`config.mk`:
```
export PLATFORM = sky130hd
export DESIGN_NAME = ext_rd_seq
export DESIGN_NICKNAME = d
export VERILOG_FILES = /design/src/rtl/ers_pkg.sv /design/src/rtl/ers_busclk.sv /design/src/rtl/ers_phase_timer.sv /design/src/rtl/ers_capture.sv /design/src/rtl/ext_rd_seq.sv
export SDC_FILE = /design/constraint.sdc
export NUM_CORES = 1
export LEC_CHECK = 0
export BUFFER_PORTS_ARGS = -buffer_cell sky130_fd_sc_hd__buf_2
export CORE_MARGIN = 2
export CORE_UTILIZATION = 40
export CTS_BUF_LIST = sky130_fd_sc_hd__clkbuf_16
export CTS_CLUSTER_DIAMETER = 50
export DETAILED_ROUTE_END_ITERATION = 6
export GPL_ROUTABILITY_DRIVEN = 0
export PLACE_DENSITY = 0.67
export SLEW_MARGIN = 20
export SYNTH_ARGS = -nofsm -noshare
export SYNTH_HDL_FRONTEND = slang
export SYNTH_HIERARCHICAL = 1
export SYNTH_SLANG_ARGS = --single-unit
```
`constraint.sdc`:
```
create_clock -name clk_i -period 2.4 [get_ports clk_i]
set_input_delay 0.36 -clock clk_i [delete_from_list [all_inputs] [get_ports clk_i]]
set_output_delay 0.36 -clock clk_i [all_outputs]
set_load 0.02 [all_outputs]
```
`src/rtl/ers_pkg.sv`:
```
package ers_pkg;

   typedef enum logic [2:0] {
      ST_IDLE   = 3'd0,
      ST_ALIGN  = 3'd1,
      ST_LEAD   = 3'd2,
      ST_ACTIVE = 3'd3,
      ST_TRAIL  = 3'd4
   } seq_state_e;

   typedef struct packed {
      logic       use_ready;
      logic [7:0] lead;
      logic [7:0] active;
      logic [7:0] trail;
   } seq_cfg_t;

endpackage

```
`src/rtl/ers_busclk.sv`:
```
module ers_busclk (
   input  logic clk_i,
   input  logic rst_ni,
   input  logic half_rate_i,
   output logic half_hi_o,
   output logic bus_clk_o
);

   logic half_q;

   always_ff @(posedge clk_i) begin
      if (!rst_ni) half_q <= 1'b0;
      else         half_q <= ~half_q;
   end

   assign half_hi_o = half_q;
   assign bus_clk_o = half_rate_i ? half_q : clk_i;

endmodule

```
`src/rtl/ers_phase_timer.sv`:
```
module ers_phase_timer #(
   parameter int CNT_W = 8
) (
   input  logic             clk_i,
   input  logic             rst_ni,
   input  logic             restart_i,
   input  logic [CNT_W-1:0] target_i,
   output logic             reached_o
);

   localparam logic [CNT_W-1:0] CntMax = {CNT_W{1'b1}};
   localparam logic [CNT_W-1:0] CntOne = {{(CNT_W-1){1'b0}}, 1'b1};

   logic [CNT_W-1:0] cnt_q;

   always_ff @(posedge clk_i) begin
      if (!rst_ni)             cnt_q <= '0;
      else if (restart_i)      cnt_q <= CntOne;
      else if (cnt_q != CntMax) cnt_q <= cnt_q + CntOne;
   end

   assign reached_o = (cnt_q >= target_i);

endmodule

```
`src/rtl/ers_capture.sv`:
```
module ers_capture #(
   parameter int DATA_W = 16,
   parameter int LANE_W = 8
) (
   input  logic              clk_i,
   input  logic              rst_ni,
   input  logic              load_i,
   input  logic [DATA_W-1:0] d_i,
   output logic [DATA_W-1:0] q_o
);

   localparam int NumLanes = (DATA_W + LANE_W - 1) / LANE_W;

   for (genvar g = 0; g < NumLanes; g++) begin : g_lane
      localparam int Lo = g * LANE_W;
      localparam int Hi = ((g + 1) * LANE_W > DATA_W) ? DATA_W - 1 : (g + 1) * LANE_W - 1;
      logic [Hi-Lo:0] lane_q;
      always_ff @(posedge clk_i) begin
         if (!rst_ni)     lane_q <= '0;
         else if (load_i) lane_q <= d_i[Hi:Lo];
      end
      assign q_o[Hi:Lo] = lane_q;
   end

endmodule

```
`src/rtl/ext_rd_seq.sv`:
```
module ext_rd_seq #(
   parameter int ADDR_W = 19,
   parameter int DATA_W = 16,
   parameter int CNT_W  = 4
) (
   input  logic              clk_i,
   input  logic              rst_ni,
   input  logic              half_rate_i,
   input  logic              use_ready_i,
   input  logic [CNT_W-1:0]  lead_len_i,
   input  logic [CNT_W-1:0]  active_len_i,
   input  logic [CNT_W-1:0]  trail_len_i,
   input  logic              req_i,
   input  logic [ADDR_W-1:0] req_addr_i,
   output logic              ack_o,
   output logic              rvalid_o,
   output logic [DATA_W-1:0] rdata_o,
   output logic              bus_clk_o,
   output logic              cs_n_o,
   output logic [ADDR_W-1:0] addr_o,
   output logic              rd_n_o,
   output logic              we_n_o,
   output logic              rnw_o,
   input  logic [DATA_W-1:0] data_i,
   input  logic              ready_i
);
   import ers_pkg::*;

   localparam logic [CNT_W-1:0] LenOne = {{(CNT_W-1){1'b0}}, 1'b1};

   if (ADDR_W < 1 || DATA_W < 1) begin : g_bad_width
      $error("ext_rd_seq: ADDR_W and DATA_W must be positive");
   end
   if (CNT_W < 2 || CNT_W > 8) begin : g_bad_cnt
      $error("ext_rd_seq: CNT_W must lie in 2..8");
   end

   seq_state_e        state_q, state_d;
   logic [CNT_W-1:0]  lead_q, active_q, trail_q;
   logic              use_rdy_q;
   logic [ADDR_W-1:0] pend_addr_q, addr_q;
   logic              cs_n_q, rd_n_q, rvalid_q;
   logic              half_hi, reached, restart, accept, leave_active, finish;
   logic [CNT_W-1:0]  target;

   ers_busclk u_busclk (
      .clk_i       (clk_i),
      .rst_ni      (rst_ni),
      .half_rate_i (half_rate_i),
      .half_hi_o   (half_hi),
      .bus_clk_o   (bus_clk_o)
   );

   always_comb begin
      unique case (state_q)
         ST_LEAD:   target = lead_q;
         ST_ACTIVE: target = active_q;
         default:   target = trail_q;
      endcase
   end

   ers_phase_timer #(.CNT_W(CNT_W)) u_timer (
      .clk_i     (clk_i),
      .rst_ni    (rst_ni),
      .restart_i (restart),
      .target_i  (target),
      .reached_o (reached)
   );

   assign accept       = (state_q == ST_IDLE) && req_i;
   assign leave_active = (state_q == ST_ACTIVE) && reached && (!use_rdy_q || ready_i);

   always_comb begin
      state_d = state_q;
      unique case (state_q)
         ST_IDLE:   if (req_i) state_d = (half_rate_i && half_hi) ? ST_ALIGN : ST_LEAD;
         ST_ALIGN:  state_d = ST_LEAD;
         ST_LEAD:   if (reached) state_d = ST_ACTIVE;
         ST_ACTIVE: if (leave_active) state_d = (trail_q == '0) ? ST_IDLE : ST_TRAIL;
         ST_TRAIL:  if (reached) state_d = ST_IDLE;
         default:   state_d = ST_IDLE;
      endcase
   end

   assign restart = (state_d != state_q);
   assign finish  = (state_q != ST_IDLE) && (state_d == ST_IDLE);

   always_ff @(posedge clk_i) begin
      if (!rst_ni) begin
         state_q     <= ST_IDLE;
         lead_q      <= LenOne;
         active_q    <= LenOne;
         trail_q     <= '0;
         use_rdy_q   <= 1'b0;
         pend_addr_q <= '0;
         addr_q      <= '0;
         cs_n_q      <= 1'b1;
         rd_n_q      <= 1'b1;
         rvalid_q    <= 1'b0;
      end else begin
         state_q  <= state_d;
         cs_n_q   <= !(state_d == ST_LEAD || state_d == ST_ACTIVE || state_d == ST_TRAIL);
         rd_n_q   <= (state_d != ST_ACTIVE);
         rvalid_q <= finish;
         if (accept) begin
            lead_q      <= (lead_len_i == '0)   ? LenOne : lead_len_i;
            active_q    <= (active_len_i == '0) ? LenOne : active_len_i;
            trail_q     <= trail_len_i;
            use_rdy_q   <= use_ready_i;
            pend_addr_q <= req_addr_i;
         end
         if (state_d == ST_LEAD && state_q != ST_LEAD)
            addr_q <= (state_q == ST_IDLE) ? req_addr_i : pend_addr_q;
      end
   end

   ers_capture #(.DATA_W(DATA_W)) u_capture (
      .clk_i  (clk_i),
      .rst_ni (rst_ni),
      .load_i (leave_active),
      .d_i    (data_i),
      .q_o    (rdata_o)
   );

   assign ack_o    = accept;
   assign rvalid_o = rvalid_q;
   assign cs_n_o   = cs_n_q;
   assign rd_n_o   = rd_n_q;
   assign addr_o   = addr_q;
   assign we_n_o   = 1'b1;
   assign rnw_o    = 1'b1;

endmodule

```
-- Word-level counts from Yosys, hierarchy flattened
Index checks and enable logic that the tools add are counted.
- memories kept: 0
- bits in read-only memories: 0
- latch bits: 0
- input bits: 53
- memory bits (writable): 0
- register bits after elaboration: 78
- output and inout port bits: 42
- multipliers: 0
- $add $sub $neg: 1
- shift-type cells: 0
- bitwise logic cells: 2
- order comparisons: 1
- muxes and demuxes: 14
- reduce and logical (&&, ||, !) cells: 19
- equality and inequality tests: 11
- divide/modulo/power cells: 0
- operators with widths (kind ; number):
    2-to-1 mux 19 bit ; 1
    2-to-1 mux 3 bit ; 5
    one-hot mux 3 bit (5 select lines) ; 1
    equality test 3 x 2 -> 1 bit (second input constant) ; 4
    logical NOT 4 bit ; 3
    2-to-1 mux 4 bit ; 2
    one-hot mux 4 bit (2 select lines) ; 1
    equality test 3 bit (second input constant) ; 2
    logical AND 1 bit ; 6
    logical NOT 3 bit ; 2
    != test 3 x 2 -> 1 bit (second input constant) ; 2
    adder 4 x 1 -> 4 bit (second input constant) ; 1
    >= comparator 4 bit ; 1
    != test 4 bit (second input constant) ; 1
    equality test 3 x 1 -> 1 bit (second input constant) ; 1
    logical OR 1 bit ; 3
    2-to-1 mux 1 bit ; 3
    != test 3 bit ; 1
    nonzero test 3 bit ; 1
    logical NOT 1 bit ; 2
    2-to-1 mux 2 bit ; 1
    NOT 1 bit ; 2
    nonzero test 2 bit ; 1
    OR reduction 2 bit ; 1

-- Logic depth before layout (Yosys ltp)
Gate-level depths: netlist (run 1).
- word-level depth: 11
- depth in mapped cells: 15
- mapped depth without buffers: 13

-- Hierarchy
The synthesis (run 1) kept the hierarchy.
- by module, submodules not included (module ; times used ; seq. area each (µm²) ; cells an instance ; area each (µm²)):
    ext_rd_seq ; 1 ; 1141.1 ; 280 ; 2363.5
    ers_capture ; 1 ; 320.3 ; 51 ; 615.6
    ers_phase_timer ; 1 ; 80.1 ; 32 ; 269.0
    ers_busclk ; 1 ; 20.0 ; 3 ; 41.3

==> out/results.ini, run 1 <==
[run_status]
outcome = finished, violations left
violations = setup timing

[logic_synthesis]
synthXorXnorAreaFrac_pct = 0.2663
synthCells = 366
synth_area_sq_um = 3289
synth_top_family_by_area = simple AND/OR/NAND/NOR gates
yosysWarnings = 6
synth_compound_area_share_pct = 13.96
synth_fa_ha_area_share_pct = 1.902
muxShareOfSynthArea_pct = 12.63
synth.distinct_cells = 40
ys_seq_elements = 78
synth-edff-count = 0
synth-async-reset-ratio_pct = 0
seq_area_frac_synth_pct = 47.47
yosys.area.top_type = dfxtp_1
yosys.area_share.simple_pct = 18.11
synthTopCellsByArea = dfxtp_1, mux2i_1, nand2_1
yosys.area.top_type_share_pct = 47.47
synth_ff_type = dfxtp_1
avgSynthCellArea_sq_um = 8.987

[critical_path]
critPathLaunchType = flop
required_ps = 2700
r2r_start = state_q[0]
cp_data_arrival_time_ps = 2820
critPathKind = reg2reg
cp_max_fo = 5
rr_worst_depth = 10
endpoint_kind = flop
rr_endpoint = rvalid_o
reg2reg_setup_slack_ps = -120

[timing]
fin_crit_sh_pct = 104.8
hold_viol = 0
setup_ws_ps = -115.7
skew_ps = 8.068
fin_hold_ws_ps = 163.2
period_minus_slack_ps = 2516
rsz0062_at_grt = true
drv_slew = 0
setup_viol = 14
max_freq_ghz = 0.3975

[routing]
drc = 0
vias = 2857
wl_met3_um = 487
drt-pass1-iter-count = 4
ant_nets = 0
via_per_inst = 4.951
wl_per_cell_um = 13.85
wl_met1_um = 3490
first_iter_violations = 92
dr_wl_met2_um = 3849
wirelength_um = 7992
dr.max_layer_used = met4

[die]
die_y_um = 94.69
coreArea_sq_um = 8093
rows = 33
ios = 95
initial_utilization_pct = 40.65
fp.dieW_um = 94.69
die-area_sq_um = 8965

[cells_and_area]
final_nets = 525
drive_gt1_share_pct = 32.63
multiInputGateArea_sq_um = 1643
synthToLayoutAreaGrowth_pct = 32.37
diodes = 0
seq_area_sq_um = 1568
post-route-util_pct = 53.80
fillers = 763

[clocking]
cts_tree = yes
hold_buffers = 0
clk-insertion-delay-late_ps = 440
path_clk_slew_ps = 60

[worst_hold_path]
hold_class = in2reg
worst_hold_path.num_cells = 3
hold_path.startpoint = trail_len_i[0]
min_to = trail_q[0]

[global_route]
antenna_found_initial = 0
grt_pass1_vias = 2746
groute.usage.overall_pct = 18.18
grt_max_degree = 42
overflow = 0
grt_pass1_wl_um = 12540

[run]
maxCapViolations = 0

[placement]
dpl.hpwl_um = 5129
io_buffers = 92

[power]
ir_drop_mv = 0.4069
p_leak_nw = 1.898
powerDensity_nw_per_um2 = 894.5

## registers in the layout, summed over array words and instances, names as in the netlist, 3 cells and up
signal                   count
pend_addr_q                 19
lead_q                       4
trail_q                      4
active_q                     4
addr_o                      19
u_timer/cnt_q                4
state_q                      3
u_capture/g_lane.lane_q     16
## worst max path at each step
stage	from	end	slack [ps]	cells past startpoint
2_1_floorplan	state_q[1]	u_timer/cnt_q[3]	5	15
3_3_place_gp	state_q[0]	u_timer/cnt_q[3]	20	12
3_5_place_dp	state_q[2]	u_timer/cnt_q[2]	-140	12
4_1_cts	state_q[0]	u_capture/g_lane[0].lane_q[5]	-10	13
5_1_grt	state_q[0]	rvalid_o	-170	10
6_report	state_q[0]	rvalid_o	-120	10
## stage by stage
stage | area, sq um | setup WS [ps] | total power [mW] | TNS [ps] | std cells
after floorplan | 3309 | 4.853 | 2.113 | 0 | 367
after global placement | 3859 | 16.43 | 2.331 | 0 | 553
after detailed placement | 3859 | -143.5 | 2.352 | -2061 | 553
after CTS | 4305 | -10.43 | 3.888 | -31.74 | 576
after global routing | 4354 | -174.6 | 4.094 | -2560 | 577
final | 4354 | -115.7 | 3.895 | -666.9 | 577
## where the power goes
group	switching (mW)	total [mW]	internal [mW]
Sequential	0.0721	1.50	1.42
Combinational	0.518	0.907	0.388
Clock	0.569	1.49	0.923
Total	1.16	3.89	2.74
## synthesized netlist by cell type (2+ instances only)
cell,n
dfxtp_1,78
nand2_1,71
a21oi_1,52
mux2i_1,40
o21ai_0,24
nor2b_1,18
clkbuf_1,8
nor2_1,8
nor3_1,8
buf_2,7
nand2b_1,6
buf_4,5
ha_1,5
inv_1,4
o21ai_1,4
buf_6,3
o21a_1,2
## worst max-delay path: stages (launching register included)
cell,delay [ps]
dfxtp_4,380
mux2i_1,200
o21ai_1,90
ha_1,300
nand2b_4,150
a21oi_4,140
o21ai_4,90
buf_4,140
or3_1,320
a222oi_1,490
nor4b_2,90
## layout make-up
class | count | area share [%]
repair buffers | 110 | 14.68
well taps | 105 | 3.017
clock inverters | 7 | 0.9770
flip-flops and latches | 78 | 36.01
inverters | 6 | 0.5747
multi-input cells | 258 | 37.73
clock buffers | 13 | 7.011
## repair_timing
action                                  4_1_cts  5_1_grt
gates cloned                                  1        1
resized for setup                            15       13
setup buffers                                 3        1
pin swaps                                     5        6
endpoints found under the setup margin       23       25
## per-layer routing
metal  GRT usage (%)  vias to the layer above
met4           9.300                        0
met5               0                        -
li1                -                     1456
met3           5.028                       12
met2           30.32                       94
met1           21.34                     1295
## placed cells by master (no fill, tap or decap), types with 2 or more instances in the layout
cell	netlist	layout
dfxtp_2	0	2
o21ai_2	0	2
buf_4	5	14
o21a_1	2	2
mux2i_1	40	40
o21ai_0	24	19
nor3_1	8	7
buf_2	7	92
clkbuf_16	0	13
nand2_2	1	2
ha_1	5	5
o21ai_1	4	6
clkinvlp_4	0	2
nand2b_4	0	3
nor2b_1	18	17
a21oi_1	52	50
conb_1	1	2
buf_6	3	3
inv_1	4	5
nand2_1	71	70
dfxtp_1	78	75
nor2_1	8	7
nand2b_1	6	3
clkinv_2	0	3
## kinds of logic (layout without fill, tap and decap cells)
logic type | count (synthesis) | in the layout
AO/OA/AOI/OAI | 87 | 87
XOR/XNOR | 1 | 1
buffers and inverters | 31 | 136
other | 1 | 2
AND/OR/NAND/NOR | 122 | 122
adder cells (fa/ha/maj) | 5 | 5
flip-flops | 78 | 78
multiplexers | 41 | 41
No activity file was read; power rests on OpenSTA's default activity.
==> inputs of run 2 (changes only) <==
- ABC_AREA: not set -> 1
- PLACE_DENSITY: 0.67 -> 0.65
==> run 2 against run 1 <==
The flow still finishes with violations (setup timing). Clock-buffer cell count is the same. Synthesized area is 14% higher. Core utilization decreased by 0.30 points. Register-to-register slack better by 40 ps. Via count is 30% higher. Clock power is 6% higher. Non-clock buffer count up 9. Cell count increased by 32%. Wire length grew 20%. Critical path type unchanged.
==> out/results.ini, run 2 <==
[worst_hold_path]
worst_hold_path.num_cells = 3  ; unchanged
min_to = use_rdy_q
hold_path.startpoint = use_ready_i
hold_class = in2reg

[cells_and_area]
final_nets = 704  ; +34%
final_common_cell = nand2_1
instances_no_fill = 761  ; +32%
final_cell_mix = nand2_1, buf_2, dfxtp_1
drive_gt1_share_pct = 28.46  ; -4.2 points
synthToLayoutAreaGrowth_pct = 30.68
final_area_sq_um = 4897  ; +12%
post-route-util_pct = 53.51  ; -0.30 points
diodes = 0  ; unchanged

[logic_synthesis]
yosys.area.top_type_share_pct = 41.67  ; -5.8 points
ys_seq_elements = 78  ; unchanged
synthTopCellsByArea = dfxtp_1, nand2_1, a21oi_1
synth.most_common_cell = nand2_1
synthCells = 544  ; +49%
synthTopCellsByCount = nand2_1, dfxtp_1, nor2_1
seq_area_frac_synth_pct = 41.67  ; -5.8 points
synth_area_sq_um = 3747  ; +14%
avgSynthCellArea_sq_um = 6.889  ; -23%
synth_ff_type = dfxtp_1
synth-edff-count = 0  ; unchanged
synth-async-reset-ratio_pct = 0  ; unchanged
synth.distinct_cells = 32  ; -20%
yosys.area.top_type = dfxtp_1
yosysWarnings = 6  ; unchanged

[die]
rows = 35  ; +6.1%
fp.dieW_um = 100.8  ; +6.4%
coreArea_sq_um = 9153  ; +13%
die_y_um = 100.8  ; +6.4%
die-area_sq_um = 10160  ; +13%
initial_utilization_pct = 40.94  ; +0.30 points
ios = 95  ; unchanged

[clocking]
hold_buffers = 0  ; unchanged
path_clk_slew_ps = 60  ; about the same
clk-insertion-delay-late_ps = 450  ; about the same
cts_tree = yes

[run_status]
violations = setup timing
outcome = finished, violations left

[timing]
rsz0062_at_grt = true
fin_tns_setup_ps = -74.75  ; +592.1 ps
drv_slew = 0  ; unchanged
tightestPinTransition_ps = 615.6
skew_ps = 6.151  ; -1.917 ps
max_freq_ghz = 0.4041  ; +1.7%
setup_ws_ps = -74.75  ; +41.00 ps
hold_viol = 0  ; unchanged
fin_hold_ws_ps = 140.9  ; -22.21 ps
setup_viol = 1  ; -13
fin_crit_sh_pct = 103.1  ; -1.7 points
relSlewSlack_pct = 58.96
period_minus_slack_ps = 2475  ; -41.00 ps

[routing]
wl_per_cell_um = 12.63  ; -8.8%
vias = 3727  ; +30%
wirelength_um = 9609  ; +20%
first_iter_violations = 213  ; +130%
via_per_inst = 4.898  ; -1.1%
drt-pass1-iter-count = 5  ; +1
drc = 0  ; unchanged
ant_nets = 0  ; unchanged

[placement]
dp.cells = 733  ; +33%
place_area_sq_um = 4308  ; +12%
dpl.hpwl_um = 6364  ; +24%
pre_cts_ws_ps = -133.1  ; +10.40 ps
io_buffers = 92  ; unchanged

[global_route]
overflow = 0  ; unchanged
grt_pass1_wl_um = 14970  ; +19%
groute.usage.overall_pct = 18.69  ; +0.51 points
grt_pass1_vias = 3211  ; +17%
grt_max_degree = 41  ; -2.4%
antenna_found_initial = 0  ; unchanged

[critical_path]
cp_max_fo = 6  ; +1
cp_data_arrival_time_ps = 2850  ; +30 ps
r2r_start = state_q[1]
critical_path.most_common_cell = nand3_2
critPathLaunchType = flop
slowest_stage = dfxtp_4
required_ps = 2780  ; +80 ps
path_cells = inv_4 -> nor2_4 -> nand3_2 -> o211ai_1 -> ha_1 -> inv_1 -> nand2_1 -> a21oi_2 -> o21ai_2 -> nand3b_1 -> a22oi_2 -> nand3_2 -> inv_2 -> nand2_2 -> o21bai_1 -> a21oi_1
rr_endpoint = u_timer/cnt_q[3]
crit_buf_inv = 3  ; +2
endpoint_kind = flop
path_delay_family = compound AO/OA/AOI/OAI gates
reg2reg_setup_slack_ps = -70  ; +40 ps
critPathKind = reg2reg
rr_worst_depth = 16  ; +6
cp_slowest_stage_delay_ps = 370  ; -120 ps

[power]
powerDensity_nw_per_um2 = 1298  ; +45%
power.total_mw = 6.356  ; +63%
p_leak_nw = 2.400  ; +26%
ir_drop_mv = 0.4994  ; +23%

[run]
maxCapViolations = 0  ; unchanged

## run 2: changes by cell type after synthesis, sizes merged, moves of 15 or more
cell	previous run	this run
inv	5	63
mux2i	40	0
nand2	72	162
nand3	2	51
nor2	8	66
nor2b	18	0
o21ai	28	13
## run 2: cells by family after synthesis
kind of cell | Yosys count | synth area share (%)
AND/OR/NAND/NOR | 289 | 33.79
other | 1 | 0.1001
adder cells (fa/ha/maj) | 5 | 1.669
buffers and inverters | 97 | 12.29
AO/OA/AOI/OAI | 73 | 10.25
flip-flops | 78 | 41.67
XOR/XNOR | 1 | 0.2338
## run 2: worst max-delay path by stage
stage                from          endpoint  cells past startpoint
3_3_place_gp   state_q[2]  u_timer/cnt_q[3]                     18
2_1_floorplan  state_q[1]  u_timer/cnt_q[3]                     19
4_1_cts        state_q[0]  u_timer/cnt_q[3]                     14
3_5_place_dp   state_q[2]  u_timer/cnt_q[3]                     15
5_1_grt        state_q[1]  u_timer/cnt_q[3]                     16
6_report       state_q[1]  u_timer/cnt_q[3]                     16
## run 2: area by class of cell
type | count | area [sq um]
Timing Repair Buffer | 119 | 728.2
Multi-Input combinational cell | 370 | 1846
Tap cell | 111 | 138.9
Clock buffer | 13 | 305.3
Inverter | 64 | 242.7
Fill cell | 898 | 4255
Clock inverter | 6 | 63.81
Sequential cell | 78 | 1573
## run 2: routing by layer
metal	up-vias	global-route usage [%]	wire [um]	share of wire [%]
met5	-	0	0	0
met4	0	9.800	240	2.5
met3	22	4.022	563	5.9
met2	130	27.44	4256	44
met1	1665	25.67	4549	47
li1	1910	-	-	-
## run 2: report_power, final
group	internal (mW)	total (mW)	switching [mW]
combinational	1.18	2.94	1.77
clock	1.02	1.58	0.566
sequential	1.64	1.83	0.192
total	3.83	6.36	2.52
## run 2: timing repair
action	in CTS	in global routing
pin swaps	0	13
setup endpoints to repair	32	41
gates cloned	0	1
buffers inserted	0	9
resized for setup	4	29
## run 2: worst reg2reg max path, cell delays in order (launching register included)
cell and delay (ps):
dfxtp_4 370, inv_4 40, nor2_4 170, nand3_2 100, o211ai_1 100, ha_1 260, inv_1 80, nand2_1 90
a21oi_2 170, o21ai_2 100, nand3b_1 210, a22oi_2 230, nand3_2 100, inv_2 70, nand2_2 50, o21bai_1 170
a21oi_1 100
==> inputs of run 3 (changes only) <==
- ABC_AREA: 1 -> not set
- CORE_UTILIZATION: 40 -> 46
- PLACE_DENSITY: 0.65 -> 0.75
==> run 3 against run 2 <==
The run still ends with setup timing left. Clock skew about the same. Cell count shrank 26%. Fmax rose by 3.1%. Critical path depth shrank 3. Combinational power shrank 71%. Worst hold slack improved by 18 ps. Clock power decreased by 3%. Die area fell by 23%. Core utilization is 9.2 points higher. Non-clock buffer count down 10. Final area down 12%. Sequential cell count is the same.
==> out/results.ini, run 3 (synthesized netlist as in run 1, its figures left out) <==
[run_status]
outcome = finished, violations left
violations = setup timing

[timing]
period_minus_slack_ps = 2401  ; -74.04 ps
drv_slew = 0  ; unchanged
setup_viol = 1  ; unchanged
skew_ps = 5.701  ; -0.4505 ps
fin_crit_sh_pct = 100.0  ; -3.1 points
fin_hold_ws_ps = 158.6  ; +17.64 ps
max_freq_ghz = 0.4165  ; +3.1%
setup_ws_ps = -0.7048  ; +74.04 ps
hold_viol = 0  ; unchanged
rsz0062_at_grt = true

[critical_path]
critPathLaunchType = flop
cp_data_arrival_time_ps = 2730  ; -120 ps
slowest_stage = dfxtp_4
required_ps = 2730  ; -50 ps
cp_slowest_stage_delay_ps = 380  ; about the same
rr_worst_depth = 13  ; -3
endpoint_kind = flop
critPathKind = reg2reg
critical_path.most_common_cell = buf_6
path_cells = mux2i_1 -> o21ai_1 -> ha_1 -> nand2b_4 -> a21oi_4 -> o21ai_4 -> nand2_2 -> buf_6 -> nor3b_4 -> buf_6 -> buf_12 -> mux2i_2 -> nor2b_1
cp_max_fo = 8  ; +2

[cells_and_area]
seq_area_sq_um = 1567  ; -0.40%
multiInputGateArea_sq_um = 1632  ; -12%
post-route-util_pct = 62.73  ; +9.2 points
drive_gt1_share_pct = 31.06  ; +2.6 points
final_nets = 524  ; -26%
final_cell_mix = buf_2, dfxtp_1, nand2_1
diodes = 0  ; unchanged
synthToLayoutAreaGrowth_pct = 31.00
final_common_cell = buf_2
fillers = 565  ; -37%

[placement]
dpl.hpwl_um = 4844  ; -24%
pre_cts_ws_ps = -119.0  ; +14.10 ps
io_buffers = 92  ; unchanged

[die]
die-area_sq_um = 7843  ; -23%
initial_utilization_pct = 47.89  ; +6.9 points
rows = 30  ; -14%
fp.dieW_um = 88.56  ; -12%
ios = 95  ; unchanged
die_y_um = 88.56  ; -12%
coreArea_sq_um = 6869  ; -25%

[global_route]
grt_pass1_wl_um = 11790  ; -21%
groute.usage.overall_pct = 19.91  ; +1.2 points
antenna_found_initial = 0  ; unchanged
grt_max_degree = 42  ; +2.4%
grt_pass1_vias = 2610  ; -19%
overflow = 0  ; unchanged

[routing]
via_per_inst = 4.989  ; +1.9%
drc = 0  ; unchanged
ant_nets = 0  ; unchanged
first_iter_violations = 121  ; -43%
drt-pass1-iter-count = 5  ; unchanged
vias = 2824  ; -24%
wl_per_cell_um = 13.27  ; +5.1%
wirelength_um = 7510  ; -22%

[power]
power_switching_mw = 1.095  ; -57%
seqPwrFrac_pct = 38.4  ; +9.6 points
clkPwrFrac_pct = 39.5  ; +15 points
swShare_pct = 28.06  ; -12 points
ir_drop_mv = 0.6661  ; +33%
p_leak_nw = 1.883  ; -22%
powerDensity_nw_per_um2 = 905.0  ; -30%
internal-power_mw = 2.805  ; -27%
power_frac_comb_pct = 22.1  ; -24 points

[worst_hold_path]
worst_hold_path.num_cells = 3  ; unchanged
hold_class = in2reg

[clocking]
cts_tree = yes
clk-insertion-delay-late_ps = 440  ; about the same
path_clk_slew_ps = 50  ; about the same

[run]
maxCapViolations = 0  ; unchanged

[run 3: cell count changes in the layout (fill, tap and decap cells not counted), moves of 17 or more]
cell	delta
inv_1	-46
mux2i_1	+39
nand2_1	-86
nand3_1	-45
nor2_1	-50
nor2b_1	+17
[run 3: metrics by stage]
step	total power, mW	TNS [ps]	instances	cell area (sq um)
after global routing	4.095	-742.5	566	4309
final	3.900	-0.7048	566	4309
after floorplan	2.113	0	367	3309
after CTS	3.919	-47.95	566	4310
after global placement	2.324	-79.22	544	3847
after detailed placement	2.342	-1858	544	3847
[run 3: power groups by stage]
| stage | registers, mW | clock network (mW) | logic [mW] |
|---|---|---|---|
| floorplan | 1.59 | 0.0286 | 0.495 |
| global placement | 1.51 | 0.0357 | 0.773 |
| detailed placement | 1.52 | 0.0357 | 0.788 |
| finish | 1.50 | 1.54 | 0.864 |
| CTS | 1.50 | 1.57 | 0.851 |
| global route | 1.51 | 1.64 | 0.946 |
[run 3: critical path: cells and delay by family, from the launching register on]
family | cells | cell delay, ps
AOI/OAI and AO/OA | 3 | 320
DFF | 1 | 380
adders and majority gates | 1 | 280
and+or+nand+nor | 4 | 480
buffers and inverters | 3 | 410
muxes | 2 | 430
[run 3: per-layer routing]
metal	global-route usage (%)	routed length [um]	vias up
li1	-	-	1444
met1	24.72	3472	1288
met2	31.85	3527	85
met3	6.530	428	7
met4	8.402	81	0
met5	0	0	-
[run 3: what timing repair did]
item / CTS / global route
pin swaps: 6 / 4
hold buffers: 0 / 0
buffers inserted: 3 / 1
gates resized for setup: 16 / 5
gates cloned: 1 / 0
endpoints found under the setup margin: 21 / 23
[run 3: worst paths after layout]
| check | start | to | slack (ps) |
|---|---|---|---|
| worst min register to register | pend_addr_q[2] | pend_addr_q[2] | 450 |
| worst max-delay path | state_q[0] | u_capture/g_lane[0].lane_q[2] | -0.7 |
| worst max register to register | state_q[0] | u_capture/g_lane[0].lane_q[2] | -0.7 |
| worst min-delay path | trail_len_i[2] | trail_q[2] | 160 |
[run 3: area by class of cell]
| type | count | share of cell area [%] |
|---|---|---|
| clock buffer | 13 | 7.085 |
| clock inverter | 6 | 1.132 |
| inverter | 6 | 0.5226 |
| multi-input combinational | 258 | 37.86 |
| sequential | 78 | 36.35 |
| tap | 96 | 2.787 |
| timing repair buffer | 109 | 14.26 |
